==> config.mk <==
export PLATFORM = sky130hd
export DESIGN_NAME = cfg_window_regs
export DESIGN_NICKNAME = d
export VERILOG_FILES = /design/src/rtl/cfgw_pkg.sv /design/src/rtl/cfgw_decode.sv /design/src/rtl/cfgw_trigger.sv /design/src/rtl/cfgw_defer_bank.sv /design/src/rtl/cfg_window_regs.sv
export SDC_FILE = /design/constraint.sdc
export NUM_CORES = 1
export LEC_CHECK = 0
export ABC_AREA = 1
export BUFFER_PORTS_ARGS = -buffer_cell sky130_fd_sc_hd__buf_4
export CAP_MARGIN = 10
export CORE_MARGIN = 4
export CORE_UTILIZATION = 51
export CTS_CLUSTER_DIAMETER = 100
export CTS_CLUSTER_SIZE = 30
export DETAILED_ROUTE_END_ITERATION = 8
export PLACE_DENSITY = 0.81
export SLEW_MARGIN = 20
export SYNTH_ARGS = -nofsm -noshare
export SYNTH_HDL_FRONTEND = slang
export SYNTH_SLANG_ARGS = --single-unit
export TNS_END_PERCENT = 1
==> constraint.sdc <==
create_clock -name clk -period 2.1 [get_ports clk]
set_input_delay 0.105 -clock clk [delete_from_list [all_inputs] [get_ports clk]]
set_output_delay 0.105 -clock clk [all_outputs]
set_load 0.01 [all_outputs]
==> src/rtl/cfgw_pkg.sv <==
// Package: shared constants and reset values for the configuration window.
// Assumes a 16-bit host address and a 64-byte window.
package cfgw_pkg;
    localparam int ADDR_W   = 16;
    localparam int OFF_W    = 6;
    localparam int NBANK    = 4;
    localparam int BANK_B   = 6;
    localparam int NBANKB   = NBANK * BANK_B;
    localparam int NDEF     = NBANKB + 1;
    localparam int DEF_IW   = $clog2(NDEF);

    localparam logic [ADDR_W-1:0] WIN_LOW = 16'h0F80;

    localparam logic [OFF_W-1:0] OF_MODE  = 6'h00;
    localparam logic [OFF_W-1:0] OF_FA0   = 6'h01;
    localparam logic [OFF_W-1:0] OF_FA1   = 6'h02;
    localparam logic [OFF_W-1:0] OF_FA2   = 6'h03;
    localparam logic [OFF_W-1:0] OF_FDAT  = 6'h04;
    localparam logic [OFF_W-1:0] OF_BLK   = 6'h05;
    localparam logic [OFF_W-1:0] OF_DEFLST= 6'h1D;
    localparam logic [OFF_W-1:0] OF_SLOT  = 6'h1E;
    localparam logic [OFF_W-1:0] OF_MCOPY = 6'h1F;
    localparam logic [OFF_W-1:0] OF_FCFG  = 6'h20;
    localparam logic [OFF_W-1:0] OF_VOL   = 6'h22;
    localparam logic [OFF_W-1:0] OF_EE    = 6'h23;
    localparam logic [OFF_W-1:0] OF_VER0  = 6'h2C;
    localparam logic [OFF_W-1:0] OF_VER1  = 6'h2D;
    localparam logic [OFF_W-1:0] OF_VER2  = 6'h2E;

    localparam logic [7:0] MODE_RST = 8'h20;
    localparam logic [7:0] VOL_RST  = 8'h1B;
    localparam logic [7:0] FCFG_RST = 8'h02;
    localparam logic [7:0] SLOT_RST = 8'h00;

    // Reset value of deferrable byte i (0 = block select, 1.. = bank bytes).
    function automatic logic [7:0] def_rst(input int i);
        int fld;
        int bnk;
        if (i == 0) return 8'h00;
        fld = (i - 1) % BANK_B;
        bnk = (i - 1) / BANK_B;
        case (fld)
            0:       return 8'hF8;
            1:       return 8'h50;
            2:       return 8'h00;
            3:       return (bnk == 0) ? 8'h85 : 8'h00;
            4:       return 8'h03;
            default: return 8'h40;
        endcase
    endfunction
endpackage

==> src/rtl/cfgw_decode.sv <==
// Window decoder: claims an access when it falls inside the 64-byte window
// whose base is chosen by the two segment bits; hidden blocks all claims.
// Assumes the window low address keeps bits 15:14 clear.
module cfgw_decode
    import cfgw_pkg::*;
(
    input  logic [ADDR_W-1:0] addr,
    input  logic              access,
    input  logic [1:0]        seg,
    input  logic              hide,
    output logic              hit,
    output logic [OFF_W-1:0]  offset
);
    localparam logic [ADDR_W-3-OFF_W:0] MID = WIN_LOW[ADDR_W-3:OFF_W];

    // Compare the segment and the fixed middle bits of the address.
    always_comb begin
        hit    = access && !hide
                 && (addr[ADDR_W-1:ADDR_W-2] == seg)
                 && (addr[ADDR_W-3:OFF_W] == MID);
        offset = addr[OFF_W-1:0];
    end
endmodule

==> src/rtl/cfgw_trigger.sv <==
// Commit trigger: decides when the pending copy moves into the active copy.
// Assumes reads and writes never share a cycle.
module cfgw_trigger
    import cfgw_pkg::*;
#(
    parameter logic [ADDR_W-1:0] FETCH_ADDR = 16'h0000,
    parameter logic [ADDR_W-1:0] READ_ADDR  = 16'h4000
) (
    input  logic [ADDR_W-1:0] addr,
    input  logic              rd,
    input  logic              fetch,
    input  logic              defer_on,
    input  logic              by_read,
    input  logic              mode_wr,
    input  logic              mode_wr_defer,
    output logic              commit,
    output logic              clear_defer
);
    logic fetch_evt;
    logic read_evt;
    logic trig;

    // Classify the host access as one of the two trigger events.
    always_comb begin
        fetch_evt = rd && fetch && (addr == FETCH_ADDR);
        read_evt  = rd && (addr == READ_ADDR);
        trig      = by_read ? read_evt : fetch_evt;
    end

    // Commit on a trigger, or when a mode write leaves deferred mode.
    always_comb begin
        clear_defer = defer_on && trig;
        commit      = clear_defer || (defer_on && mode_wr && !mode_wr_defer);
    end
endmodule

==> src/rtl/cfgw_defer_bank.sv <==
// Pending/active register pairs for the deferrable bytes.
// Writes always load the pending byte; the active byte follows at once when
// immediate is set, otherwise only when commit copies every pending byte.
module cfgw_defer_bank
    import cfgw_pkg::*;
#(
    parameter int N  = NDEF,
    parameter int IW = DEF_IW
) (
    input  logic           clk,
    input  logic           rst_n,
    input  logic           wr,
    input  logic [IW-1:0]  wr_idx,
    input  logic [7:0]     wr_data,
    input  logic           immediate,
    input  logic           commit,
    output logic [N*8-1:0] active
);
    logic [N*8-1:0] pend;

    for (genvar g = 0; g < N; g++) begin : g_byte
        logic sel;
        // Byte select for this slot.
        always_comb sel = wr && (wr_idx == IW'(g));

        // Pending byte: takes every host write to this slot.
        always_ff @(posedge clk) begin
            if (!rst_n)   pend[g*8 +: 8] <= def_rst(g);
            else if (sel) pend[g*8 +: 8] <= wr_data;
        end

        // Active byte: host write when immediate, else copy on commit.
        always_ff @(posedge clk) begin
            if (!rst_n)                active[g*8 +: 8] <= def_rst(g);
            else if (sel && immediate) active[g*8 +: 8] <= wr_data;
            else if (commit)           active[g*8 +: 8] <= pend[g*8 +: 8];
        end
    end
endmodule

==> src/rtl/cfg_window_regs.sv <==
// Relocatable configuration register window (top).
// Holds the mode, flash access, EEPROM bit port, volume, slot and
// deferrable mapper bytes; returns read data one edge after a read.
// Assumes bus_rd and bus_wr are never high together.
module cfg_window_regs
    import cfgw_pkg::*;
#(
    parameter logic [23:0] FW_VERSION = 24'h323530
) (
    input  logic              clk,
    input  logic              rst_n,
    input  logic [15:0]       bus_addr,
    input  logic              bus_rd,
    input  logic              bus_wr,
    input  logic              bus_fetch,
    input  logic [7:0]        bus_wdata,
    output logic              win_sel,
    output logic [7:0]        bus_rdata,
    output logic [7:0]        mode_o,
    output logic [7:0]        slot_cfg_o,
    output logic [7:0]        flash_cfg_o,
    output logic [7:0]        volume_o,
    output logic [7:0]        blk_sel_o,
    output logic [NBANKB*8-1:0] bank_cfg_o,
    output logic [22:0]       flash_addr_o,
    output logic [7:0]        flash_wdata_o,
    output logic              flash_wr_o,
    output logic              flash_rd_o,
    input  logic [7:0]        flash_rdata,
    output logic              ee_cs_o,
    output logic              ee_clk_o,
    output logic              ee_di_o,
    input  logic              ee_do_i
);
    logic [OFF_W-1:0]  off;
    logic              wr_hit;
    logic              rd_hit;
    logic              mode_wr;
    logic              def_wr;
    logic [DEF_IW-1:0] def_idx;
    logic              commit;
    logic              clear_defer;
    logic [NDEF*8-1:0] active;
    logic [2:0]        ee_q;

    cfgw_decode u_dec (
        .addr   (bus_addr),
        .access (bus_rd || bus_wr),
        .seg    (mode_o[6:5]),
        .hide   (mode_o[7]),
        .hit    (win_sel),
        .offset (off)
    );

    // Qualify host accesses by the window claim and decode the targets.
    always_comb begin
        wr_hit  = bus_wr && win_sel;
        rd_hit  = bus_rd && win_sel;
        mode_wr = wr_hit && (off == OF_MODE || off == OF_MCOPY);
        def_wr  = wr_hit && (off >= OF_BLK) && (off <= OF_DEFLST);
        def_idx = DEF_IW'(off - OF_BLK);
        flash_rd_o = rd_hit && (off == OF_FDAT);
    end

    cfgw_trigger u_trig (
        .addr          (bus_addr),
        .rd            (bus_rd),
        .fetch         (bus_fetch),
        .defer_on      (mode_o[3]),
        .by_read       (mode_o[2]),
        .mode_wr       (mode_wr),
        .mode_wr_defer (bus_wdata[3]),
        .commit        (commit),
        .clear_defer   (clear_defer)
    );

    cfgw_defer_bank #(.N(NDEF), .IW(DEF_IW)) u_bank (
        .clk       (clk),
        .rst_n     (rst_n),
        .wr        (def_wr),
        .wr_idx    (def_idx),
        .wr_data   (bus_wdata),
        .immediate (!mode_o[3]),
        .commit    (commit),
        .active    (active)
    );

    // Split the active vector into block select and bank bytes.
    always_comb begin
        blk_sel_o  = active[7:0];
        bank_cfg_o = active[NDEF*8-1:8];
    end

    // Mode byte: host write wins, else a trigger clears the defer flag.
    always_ff @(posedge clk) begin
        if (!rst_n)           mode_o <= MODE_RST;
        else if (mode_wr)     mode_o <= bus_wdata;
        else if (clear_defer) mode_o <= mode_o & 8'hF7;
    end

    // Plain write-only bytes: slot, flash configuration, volume.
    always_ff @(posedge clk) begin
        if (!rst_n) begin
            slot_cfg_o  <= SLOT_RST;
            flash_cfg_o <= FCFG_RST;
            volume_o    <= VOL_RST;
        end else if (wr_hit) begin
            if (off == OF_SLOT) slot_cfg_o  <= bus_wdata;
            if (off == OF_FCFG) flash_cfg_o <= bus_wdata;
            if (off == OF_VOL)  volume_o    <= bus_wdata;
        end
    end

    // Flash address bytes, low to high.
    always_ff @(posedge clk) begin
        if (!rst_n) begin
            flash_addr_o <= '0;
        end else if (wr_hit) begin
            if (off == OF_FA0) flash_addr_o[7:0]   <= bus_wdata;
            if (off == OF_FA1) flash_addr_o[15:8]  <= bus_wdata;
            if (off == OF_FA2) flash_addr_o[22:16] <= bus_wdata[6:0];
        end
    end

    // Flash data port write: one-cycle pulse with captured data.
    always_ff @(posedge clk) begin
        if (!rst_n) begin
            flash_wr_o    <= 1'b0;
            flash_wdata_o <= '0;
        end else begin
            flash_wr_o <= wr_hit && (off == OF_FDAT);
            if (wr_hit && off == OF_FDAT) flash_wdata_o <= bus_wdata;
        end
    end

    // EEPROM bit port: chip select, clock, data out.
    always_ff @(posedge clk) begin
        if (!rst_n)                    ee_q <= '0;
        else if (wr_hit && off == OF_EE) ee_q <= bus_wdata[3:1];
    end

    always_comb begin
        ee_cs_o  = ee_q[2];
        ee_clk_o = ee_q[1];
        ee_di_o  = ee_q[0];
    end

    // Registered read mux for the readable offsets.
    always_ff @(posedge clk) begin
        if (!rst_n) begin
            bus_rdata <= 8'hFF;
        end else if (rd_hit) begin
            case (off)
                OF_FDAT: bus_rdata <= flash_rdata;
                OF_EE:   bus_rdata <= {4'b0000, ee_q, ee_do_i};
                OF_VER0: bus_rdata <= FW_VERSION[23:16];
                OF_VER1: bus_rdata <= FW_VERSION[15:8];
                OF_VER2: bus_rdata <= FW_VERSION[7:0];
                default: bus_rdata <= 8'hFF;
            endcase
        end
    end
endmodule

### Word-level counts from Yosys, hierarchy flattened

Index checks and enable logic that the tools add are counted.

| operators by class | value |
|---|---|
| reduce and logical (&&, ||, !) cells | 108 |
| equal/unequal tests | 39 |
| $add $sub $neg | 1 |
| mux-type cells | 54 |
| magnitude comparators | 2 |

Operator list:

| kind | number |
|---|---|
| 8-bit 2-to-1 mux | 51 |
| 1-bit logical AND | 67 |
| 2-bit nonzero test | 26 |
| 5-bit == test, second input constant | 9 |
| 5-bit by 4-bit == test with 1-bit output, second input constant | 8 |
| 8-bit one-hot mux with 5 select lines | 1 |
| 6-bit == test, second input constant | 6 |
| 5-bit by 3-bit == test with 1-bit output, second input constant | 4 |
| 16-bit by 15-bit == test with 1-bit output, second input constant | 1 |
| 16-bit logical NOT | 1 |
| 6-bit by 2-bit == test with 1-bit output, second input constant | 2 |
| 6-bit by 5-bit == test with 1-bit output, second input constant | 2 |
| 2-bit AND reduction | 6 |
| 5-bit by 2-bit == test with 1-bit output, second input constant | 2 |
| 8-bit by 6-bit == test with 1-bit output, second input constant | 1 |
| 6-bit by 1-bit == test with 1-bit output, second input constant | 1 |
| 6-bit by 3-bit == test with 1-bit output, second input constant | 1 |
| 6-bit by 3-bit greater-or-equal comparator with 1-bit output, second input constant | 1 |
| 6-bit by 5-bit <= comparator with 1-bit output, second input constant | 1 |
| 6-bit logical NOT | 1 |
| 5-bit by 1-bit == test with 1-bit output, second input constant | 1 |
| 5-bit logical NOT | 1 |
| 5-bit by 3-bit subtractor with 5-bit output, second input constant | 1 |
| 4-bit 2-to-1 mux | 1 |
| other kinds (4) | 8 |

| word-level totals | value |
|---|---|
| word-level logic and storage cells | 266 |
| output and inout port bits | 277 |
| input port bits | 38 |
| flip-flop bits (word level) | 475 |

### Depth between registers and ports, before layout

Gate-level depths: netlist of run 1.

| logic depth | value |
|---|---|
| depth after elaboration | 11 |
| mapped depth | 15 |
| gate-level depth less buffers | 14 |

### Modules after synthesis

Synthesis of run 1 repeated with hierarchy kept, for this count alone.

| unflattened totals | value |
|---|---|
| cells, all modules | 2866 |
| area total of the unflattened synthesis | 21241.6 um2 |

By module, submodules not included:

| module | instances | sequential area each (um2) | cells an instance | area an instance (um2) |
|---|---|---|---|---|
| cfgw_defer_bank | 1 | 8007.7 | 2393 | 17783.3 |
| cfg_window_regs | 1 | 1501.4 | 399 | 3135.5 |
| cfgw_trigger | 1 | 0.0 | 47 | 193.9 |
| cfgw_decode | 1 | 0.0 | 27 | 128.9 |

### Worst setup path after synthesis of run 1

OpenSTA, ideal clock, no wires.

| timing path | value |
|---|---|
| path kind | register to register |
| start point | register mode_o[6] |
| end point | register u_bank.active[54] |
| data required time | 1.966 ns |
| slack | 0.128 ns |
| buffers on the path | 2 |
| arrival time | 1.838 ns |
| setup time | 0.134 ns |
| cell stages (with the launch flop) | 14 |
| period minus slack after synthesis | 1.972 ns |
| cells stage by stage | dfxtp_1 -> inv_2 -> nand2_1 -> nand2_1 -> nor2_2 -> inv_1 -> nor2_1 -> nand4_1 -> nand2_1 -> inv_2 -> clkbuf_1 -> buf_1 -> nand3_1 -> nand3_1 |

| on the way | value |
|---|---|
| longest elaborated chain between the ends | 9 |
| elaborated cells between the ends (all ways) | 14 |
| classes of those cells | eq/ne: 1; mux: 1; reduce/logical: 12 |

RTL lines:

| what | RTL line | RTL |
|---|---|---|
| start: declaration | cfg_window_regs.sv:19 | `output logic [7:0] mode_o,` |
| start signal: assignment | cfg_window_regs.sv:97 | `else if (mode_wr) mode_o <= bus_wdata;` |
| start signal: assignment | cfg_window_regs.sv:98 | `else if (clear_defer) mode_o <= mode_o & 8'hF7;` |
| 2-bit == test (*) | cfgw_decode.sv:19 | `&& (addr[ADDR_W-1:ADDR_W-2] == seg)` |
| 1-bit logical AND (*) | cfgw_decode.sv:19 |  |
| 1-bit logical AND (*) | cfgw_decode.sv:20 | `&& (addr[ADDR_W-3:OFF_W] == MID);` |
| net win_sel | cfg_window_regs.sv:17 | `output logic win_sel,` |
| 1-bit logical AND (*) | cfg_window_regs.sv:57 | `wr_hit = bus_wr && win_sel;` |
| 1-bit logical AND, on equally long branches | cfg_window_regs.sv:60, cfg_window_regs.sv:59 |  |
| 1-bit logical AND, on equally long branches | cfg_window_regs.sv:60, cfgw_trigger.sv:33 |  |
| 1-bit logical AND, on equally long branches | cfgw_defer_bank.sv:24, cfgw_trigger.sv:33 |  |
| 1-bit logical AND / 1-bit logical OR (equally long branches) | cfgw_defer_bank.sv:35, cfgw_trigger.sv:33 |  |
| 8-bit 2-to-1 mux / 2-bit nonzero test (equally long branches) | n/a |  |
| end signal: indexed assignment | cfgw_defer_bank.sv:34 | `if (!rst_n) active[g*8 +: 8] <= def_rst(g);` |
| end signal: indexed assignment | cfgw_defer_bank.sv:35 | `else if (sel && immediate) active[g*8 +: 8] <= wr_data;` |
| end signal: indexed assignment | cfgw_defer_bank.sv:36 | `else if (commit) active[g*8 +: 8] <= pend[g*8 +: 8];` |
| end: declaration | cfgw_defer_bank.sv:17 | `output logic [N*8-1:0] active` |

The timed path passes the listed nets; every way through them passes the cells marked *.
A chain may end at the register's enable or synchronous reset.

### Final worst setup path of run 1

| timing path | value |
|---|---|
| start point | register mode_o[6] |
| end point | register u_bank.active[89] |

| on the way | value |
|---|---|
| longest elaborated chain between the ends | 9 |
| elaborated cells between the ends (all ways) | 14 |
| classes of those cells | eq/ne: 1; mux: 1; reduce/logical: 12 |

RTL lines:

| what | RTL line |
|---|---|
| 2-bit == test (*) | cfgw_decode.sv:19 |
| 1-bit logical AND (*) | cfgw_decode.sv:19 |
| 1-bit logical AND (*) | cfgw_decode.sv:20 |
| 1-bit logical AND (*) | cfg_window_regs.sv:57 |
| 1-bit logical AND, on equally long branches | cfg_window_regs.sv:60, cfg_window_regs.sv:59 |
| 1-bit logical AND, on equally long branches | cfg_window_regs.sv:60, cfgw_trigger.sv:33 |
| 1-bit logical AND, on equally long branches | cfgw_defer_bank.sv:24, cfgw_trigger.sv:33 |
| 1-bit logical AND / 1-bit logical OR (equally long branches) | cfgw_defer_bank.sv:35, cfgw_trigger.sv:33 |
| 8-bit 2-to-1 mux / 2-bit nonzero test (equally long branches) | n/a |

Every way passes the cells marked *; elsewhere a longest branch is shown, timed or not.

==> summary.txt, run 1 <==
Status
  – Status: finished clean

Timing
  – Fmax: 488 MHz
  – Final setup fails: 0
  – Final hold violations: 0
  – Tcrit/Tclk final: 0.975
  – RSZ-0062 raised after global routing: yes
  – Post-route minimum period: 2.05 ns
  – Worst slew pin tran: 1.17 ns
  – Slew Viols, Final: 0
  – Setup ws final: 0.0526 ns
  – Setup Skew: 0.0124 ns
  – Slew headroom: 0.218

Die
  – Top-level port count: 315
  – Row count: 73
  – Die W: 209 um
  – Chip height: 209 um
  – Initial Utilization: 0.517
  – Die Footprint: 43,600 um2
  – Core box area: 39,800 um2

Clock network
  – Clock Pin Slew Worst Setup and Hold Paths: 0.12 ns
  – CTS tree: built
  – Root Driver: clkbuf_16
  – CTS Buf Count: 19
  – Clock Latency Late Sink: 0.55 ns
  – H-tree depth: 1
  – Clk buf depth: 3
  – Clock tree sinks: 475

Placement
  – DP Wirelength: 47,200 um
  – Placed cells: 3,585
  – RD Place Congestion: 0.952
  – Port Buffers: 314
  – Pre-CTS setup slack: -0.0812 ns

Yosys
  – Mean Syn Cell Area: 7.21 um2
  – Flops & latches, synth: 475
  – Adder-Cell Fraction of Synth Area: 0
  – Post-synthesis sequential area ratio: 0.462
  – Area contributors post-synth: dfxtp_1 (46%), nand2_1 (12%), a21oi_1 (7.7%), nand4_1 (6.0%), nand3_1 (5.9%)
  – Post-Synth Simple-Gate Area: 0.270
  – Xor and xnor area share after synthesis: 0
  – Syn nets: 2,892
  – Post-Syn Area: 20,600 um2
  – YS warnings: 0
  – Share of the synthesized area in the top cell type: 0.462
  – Post-synth ARST share: 0
  – Synth Instances: 2,854
  – Largest family of logic cells by synthesized area: simple AND/OR/NAND/NOR gates
  – Most common cell in the netlist: nand2_1
  – Compound-Gate Fraction of Synth Area: 0.165
  – Multiplexer share of the synthesized area: 0
  – EDFF count, synth: 0
  – Post-synth top flop: dfxtp_1
  – Top post-synthesis cells by count: nand2_1 (654), dfxtp_1 (475), a21oi_1 (318)
  – Unique masters post-synth: 30
  – Area leader, netlist: dfxtp_1

Worst setup path
  – Reg2Reg Depth: 13
  – Largest stage delay, worst path: 0.39 ns
  – Crit path max fanout: 18
  – Req. time, crit path: 2.51 ns
  – Critical Path Source: mode_o[6]
  – CP Capture Type: flop
  – Crit path kind: reg2reg
  – Crit path DAT: 2.45 ns
  – Most numerous cell on the critical path: nand2_1
  – FF-to-FF Start: mode_o[6]
  – Setup crit start kind: flop
  – Crit path max-delay cell type: dfxtp_4
  – Critical path, cell by cell: inv_2 -> nand2_1 -> nand2_1 -> nor2_4 -> nand4_4 -> nor2_4 -> buf_12 -> clkbuf_16 -> nand3_1 -> inv_1 -> nor2_1 -> nand2_1 -> nand4_1

GRT
  – Global-route wire length before repair: 107,000 um
  – Initial antenna violation count: 2
  – Pin count of the biggest net entering global routing: 151
  – Vias in the first global route: 19,300
  – Global route total overflow: 0
  – Total GRT Usage: 0.301

Detailed routing
  – Vias: 21,200
  – Vias per inst: 5.85
  – Pre-Repair DR Iteration Count: 5
  – Post-DRT Antenna Nets: 0
  – WL final: 71,200 um
  – Drc violations: 0
  – Iter 0 DRT Violations: 2,437
  – Wire length per cell: 19.7 um

Hold path
  – Worst hold path startpoint: bus_rd
  – Hold Path Class: in2reg
  – Hold Path Depth: 5

Cells and area
  – Post-layout util: 0.619
  – Nets: 3,135
  – Ant diodes: 0
  – Fillers: 3,525
  – Layout area overhead: 19.8%
  – Share of cells above drive strength 1: 0.178
  – Finished Layout Cells: 3,622

Power
  – Leakage: 0.0103 uW
  – VDD IR max: 0.440 mV
  – Power per cell area: 581 nW/um2

Job
  – MaxCap Viol Count: 0
==> cells by family after synthesis <==
logic type             after synthesis
AO/OA/AOI/OAI                      632
flip-flops                         475
AND/OR/NAND/NOR                   1215
buffers and inverters              532
==> flip-flops by register name, indices dropped and copies added (netlist names) <==
register and flops:
flash_wdata_o 8, u_bank.active 200, ee_q 3, bus_rdata 8, mode_o 8, volume_o 8
flash_cfg_o 8, slot_cfg_o 8, flash_wr_o 1, flash_addr_o 23, u_bank.pend 200
==> critical path, delay by kind of cell, from the launching register on <==
family	cells	cell delay [ns]
AND/OR/NAND/NOR	9	1.01
buffers and inverters	4	0.50
flip-flops	1	0.39
==> power by group <==
part	leakage [uW]	total [uW]	internal, uW	switching (uW)
logic	0.00627	841	188	653
clock network	0.000245	4480	1690	2790
registers	0.00383	9000	9000	0.116
total	0.0103	14300	10900	3440
==> final timing paths <==
| kind | slack, ns | endpoint |
|---|---|---|
| worst max register to register | 0.05 | u_bank.active[89] |
| worst min register to register | 0.45 | u_bank.pend[84] |
| worst max-delay path | 0.05 | u_bank.active[89] |
| worst min-delay path | 0.05 | bus_rdata[1] |
==> layout by cell type (no fill, tap or decap), types with 2 or more instances in the layout <==
cell / n
nor2_2: 11
clkinv_1: 7
dfxtp_2: 2
nor2_4: 6
o21ai_0: 178
o21ai_1: 23
dlygate4sd3_1: 13
nor3_2: 6
a21oi_1: 304
inv_2: 15
buf_12: 18
inv_1: 276
nand4_1: 197
a211oi_1: 20
nand2_4: 3
nor3_1: 6
nand2_2: 15
a31oi_1: 36
a221oi_1: 2
inv_6: 2
nand2_1: 638
nand4_2: 6
nand3_1: 238
buf_4: 414
clkbuf_16: 21
buf_6: 5
a21oi_2: 14
nor2_1: 78
dfxtp_1: 472
nand3_2: 6
nand4_4: 2
o211ai_1: 54
==> what timing repair did <==
action                                  in CTS  in global routing
endpoints found under the setup margin      28                350
hold buffers                                13                  0
gates resized for setup                      9                 65
pin swaps                                    0                  2
hold endpoints to repair                    42                  0
setup buffers                                0                  1
gates cloned                                 0                  2
==> area by class of cell <==
| type | count | area, um2 | area share |
|---|---|---|---|
| multi-input cells | 1847 | 9130 | 0.370 |
| inverters | 301 | 1140 | 0.0463 |
| clock buffers | 20 | 489 | 0.0198 |
| clock inverters | 1 | 5.00 | 0.000203 |
| repair buffers | 453 | 3720 | 0.151 |
| well taps | 525 | 657 | 0.0266 |
| flip-flops and latches | 475 | 9520 | 0.386 |
==> through the flow <==
stage | total power (uW) | setup TNS [ns] | cell area (um2) | hold slack (ns)
after CTS | 14300 | -0.0134 | 24400 | 0.0452
after detailed placement | 9990 | -0.333 | 23800 | 0.335
after global routing | 14700 | -2.47 | 24700 | 0.0597
final | 14300 | 0 | 24700 | 0.0538
after floorplan | 9630 | 0 | 20600 | 0.232
after global placement | 9970 | 0 | 23800 | 0.321
==> per-layer routing <==
metal,part of all wire,GRT usage,up-vias
li1,-,-,10000
met1,0.40,0.397,9834
met2,0.46,0.485,1102
met3,0.10,0.0626,211
met4,0.044,0.118,4
met5,0.00025,0,-
Note: power is estimated with default switching activity, not from simulation.
==> run 2, diff against run 1 <==
--- a/config.mk
+++ b/config.mk
@@ -8,12 +8,15 @@
 export ABC_AREA = 1
 export BUFFER_PORTS_ARGS = -buffer_cell sky130_fd_sc_hd__buf_4
 export CAP_MARGIN = 10
+export CORE_ASPECT_RATIO = 1.75
 export CORE_MARGIN = 4
 export CORE_UTILIZATION = 51
 export CTS_CLUSTER_DIAMETER = 100
 export CTS_CLUSTER_SIZE = 30
 export DETAILED_ROUTE_END_ITERATION = 8
+export GPL_TIMING_DRIVEN = 0
 export PLACE_DENSITY = 0.81
+export SETUP_SLACK_MARGIN = 0.5
 export SLEW_MARGIN = 20
 export SYNTH_ARGS = -nofsm -noshare
 export SYNTH_HDL_FRONTEND = slang
==> run 2 against run 1 <==
- the run now ends with setup timing left
- flip-flop and latch count stayed put
- largest power group unchanged
- largest cell class is now multi-input combinational cells
- combinational power is 27% higher
- clock power is 4% higher
- critical path depth is 1 higher
- routed wire length is 38% higher
==> summary.txt, run 2 (synthesis gave the netlist of run 1 again) <==
Hold path
  – Hold Path Depth: 5
  – Hold Path Class: in2reg

Timing
  – Final TNS setup: -3.75 ns
  – Fmax: 453 MHz
  – Post-route minimum period: 2.21 ns
  – Slew Viols, Final: 0
  – Setup ws final: -0.109 ns
  – RSZ-0062 raised after global routing: yes
  – Worst slew pin tran: 1.38 ns
  – WHS: 0.00328 ns
  – Final setup fails: 109
  – Final hold violations: 0
  – Setup Skew: 0.0300 ns
  – Tcrit/Tclk final: 1.05
  – Slew headroom: 0.0777

Status
  – Failing checks: setup timing
  – Status: complete, but fails checks

Job
  – MaxCap Viol Count: 0

Worst setup path
  – Crit path kind: reg2reg
  – Reg2Reg Depth: 14
  – Largest stage delay, worst path: 0.39 ns
  – Setup crit start kind: flop
  – Crit path DAT: 2.63 ns
  – Req. time, crit path: 2.52 ns
  – Crit path max fanout: 10
  – Crit path max-delay cell type: dfxtp_4
  – Most numerous cell on the critical path: nand2_2
  – Critical path, cell by cell: inv_2 -> nand2_2 -> nand2_2 -> nor2_4 -> inv_1 -> nor2_4 -> nand4_1 -> nand2_2 -> buf_4 -> inv_4 -> clkbuf_16 -> buf_2 -> nand3_1 -> a21oi_2
  – CP Capture Type: flop

Placement
  – DP Wirelength: 69,600 um
  – RD Place Congestion: 1.02
  – Port Buffers: 307
  – Area post-placement: 23,600 um2
  – Placed cells: 3,657

Die
  – Die W: 160 um
  – Top-level port count: 315
  – Chip height: 274 um
  – Die Footprint: 43,800 um2
  – Row count: 97
  – Initial Utilization: 0.515
  – Core box area: 39,900 um2

Power
  – Net Sw Frac: 0.264
  – Leakage: 0.0111 uW
  – Power per cell area: 542 nW/um2
  – Sequential Power Share: 0.611
  – Clock group share of total power: 0.316
  – Part of the power in combinational logic: 0.073
  – Int Power: 10,800 uW
  – VDD IR max: 0.727 mV
  – Pwr Total: 14,700 uW
  – P_sw: 3880 uW

Clock network
  – CTS Buf Count: 19
  – Clock Pin Slew Worst Setup and Hold Paths: 0.12 ns
  – Clock Latency Late Sink: 0.60 ns
  – Clk buf depth: 3
  – CTS tree: built
  – H-tree depth: 1
  – Clock tree sinks: 475
  – Root Driver: clkbuf_16

Cells and area
  – Finished Layout Cells: 3,764
  – Share of cells above drive strength 1: 0.254
  – Top flop regs: u_bank.active: 200 flops, u_bank.pend: 200 flops, flash_addr_o: 23 flops
  – Most frequent cells in the layout: nand2_1 (564), dfxtp_1 (471), buf_4 (352)
  – Fillers: 3,393
  – Commonest non-fill, non-tap cell in the layout: nand2_1
  – Layout area overhead: 32.1%
  – Nets: 3,302
  – Final Instance Area: 27,200 um2

GRT
  – Global-route wire length before repair: 139,000 um
  – Global route total overflow: 0
  – Total GRT Usage: 0.421
  – Initial antenna violation count: 4
  – Vias in the first global route: 22,300
  – Pin count of the biggest net entering global routing: 32

Detailed routing
  – WL final: 98,500 um
  – Drc violations: 0
  – Pre-Repair DR Iteration Count: 6
  – Iter 0 DRT Violations: 2,908
  – Wire length per cell: 26.2 um
  – Vias: 23,400
  – Vias per inst: 6.22
  – Post-DRT Antenna Nets: 0
run 2: cell count changes in the layout (fill, tap and decap cells not counted), moves of 50 or more:
cell	previous run	this run
a21oi_1	304	253
nand2_1	638	564
a21oi_2	14	64
clkbuf_1	0	100
buf_4	414	352
nand2_2	15	67
run 2: metrics by stage:
step	setup slack, ns	utilization
after global routing	-0.186	0.681
after CTS	-0.0151	0.657
after global placement	-1.35	0.592
final	-0.109	0.681
after floorplan	0.307	-
after detailed placement	-1.33	0.592
run 2: cell type report:
class | instances | area (um2) | area share
antenna | 4 | 10.0 | 0.000368
inverter | 301 | 1170 | 0.0429
multi-input combinational | 1848 | 10300 | 0.379
clock buffer | 20 | 479 | 0.0176
sequential | 475 | 9520 | 0.350
clock inverter | 2 | 16.3 | 0.000598
timing repair buffer | 388 | 3250 | 0.120
tap | 495 | 619 | 0.0228
buffer | 231 | 1820 | 0.0671
run 2: final timing paths:
kind	startpoint	end	slack, ns
setup reg to reg	mode_o[6]	u_bank.active[162]	-0.11
setup / recovery	mode_o[6]	u_bank.active[162]	-0.11
hold reg to reg	u_bank.pend[152]	u_bank.pend[152]	0.45
hold / removal	bus_rd	bus_rdata[3]	0.003
run 2: timing repair:
| item | CTS | global route |
|---|---|---|
| buffers inserted | 35 | 20 |
| resized for setup | 425 | 237 |
| endpoints found under the hold margin | 16 | 0 |
| hold buffers | 12 | 0 |
| endpoints found under the setup margin | 476 | 477 |
| pin swaps | 198 | 58 |
| gates cloned | 9 | 5 |
run 2: worst max-delay path, delay by kind of cell, from the launching register on:
| family | cells | cell delay, ns |
|---|---|---|
| and+or+nand+nor | 7 | 0.85 |
| buffers and inverters | 6 | 0.74 |
| DFF | 1 | 0.39 |
| AOI/OAI and AO/OA | 1 | 0.06 |
run 2: metal layers:
metal,vias up,global-route usage,share of wire
met3,559,0.0836,0.095
met2,1635,0.708,0.47
met4,2,0.355,0.11
li1,10400,-,-
met5,-,0,0.00011
met1,10900,0.455,0.33
run 2: power groups by stage:
stage	Sequential (uW)	Clock (uW)	Combinational, uW
6_report	9000	4660	1070
5_1_grt	9010	4880	1070
4_1_cts	9000	4580	972
3_5_place_dp	9210	0	920
3_3_place_gp	9210	0	912
2_1_floorplan	9210	0	426
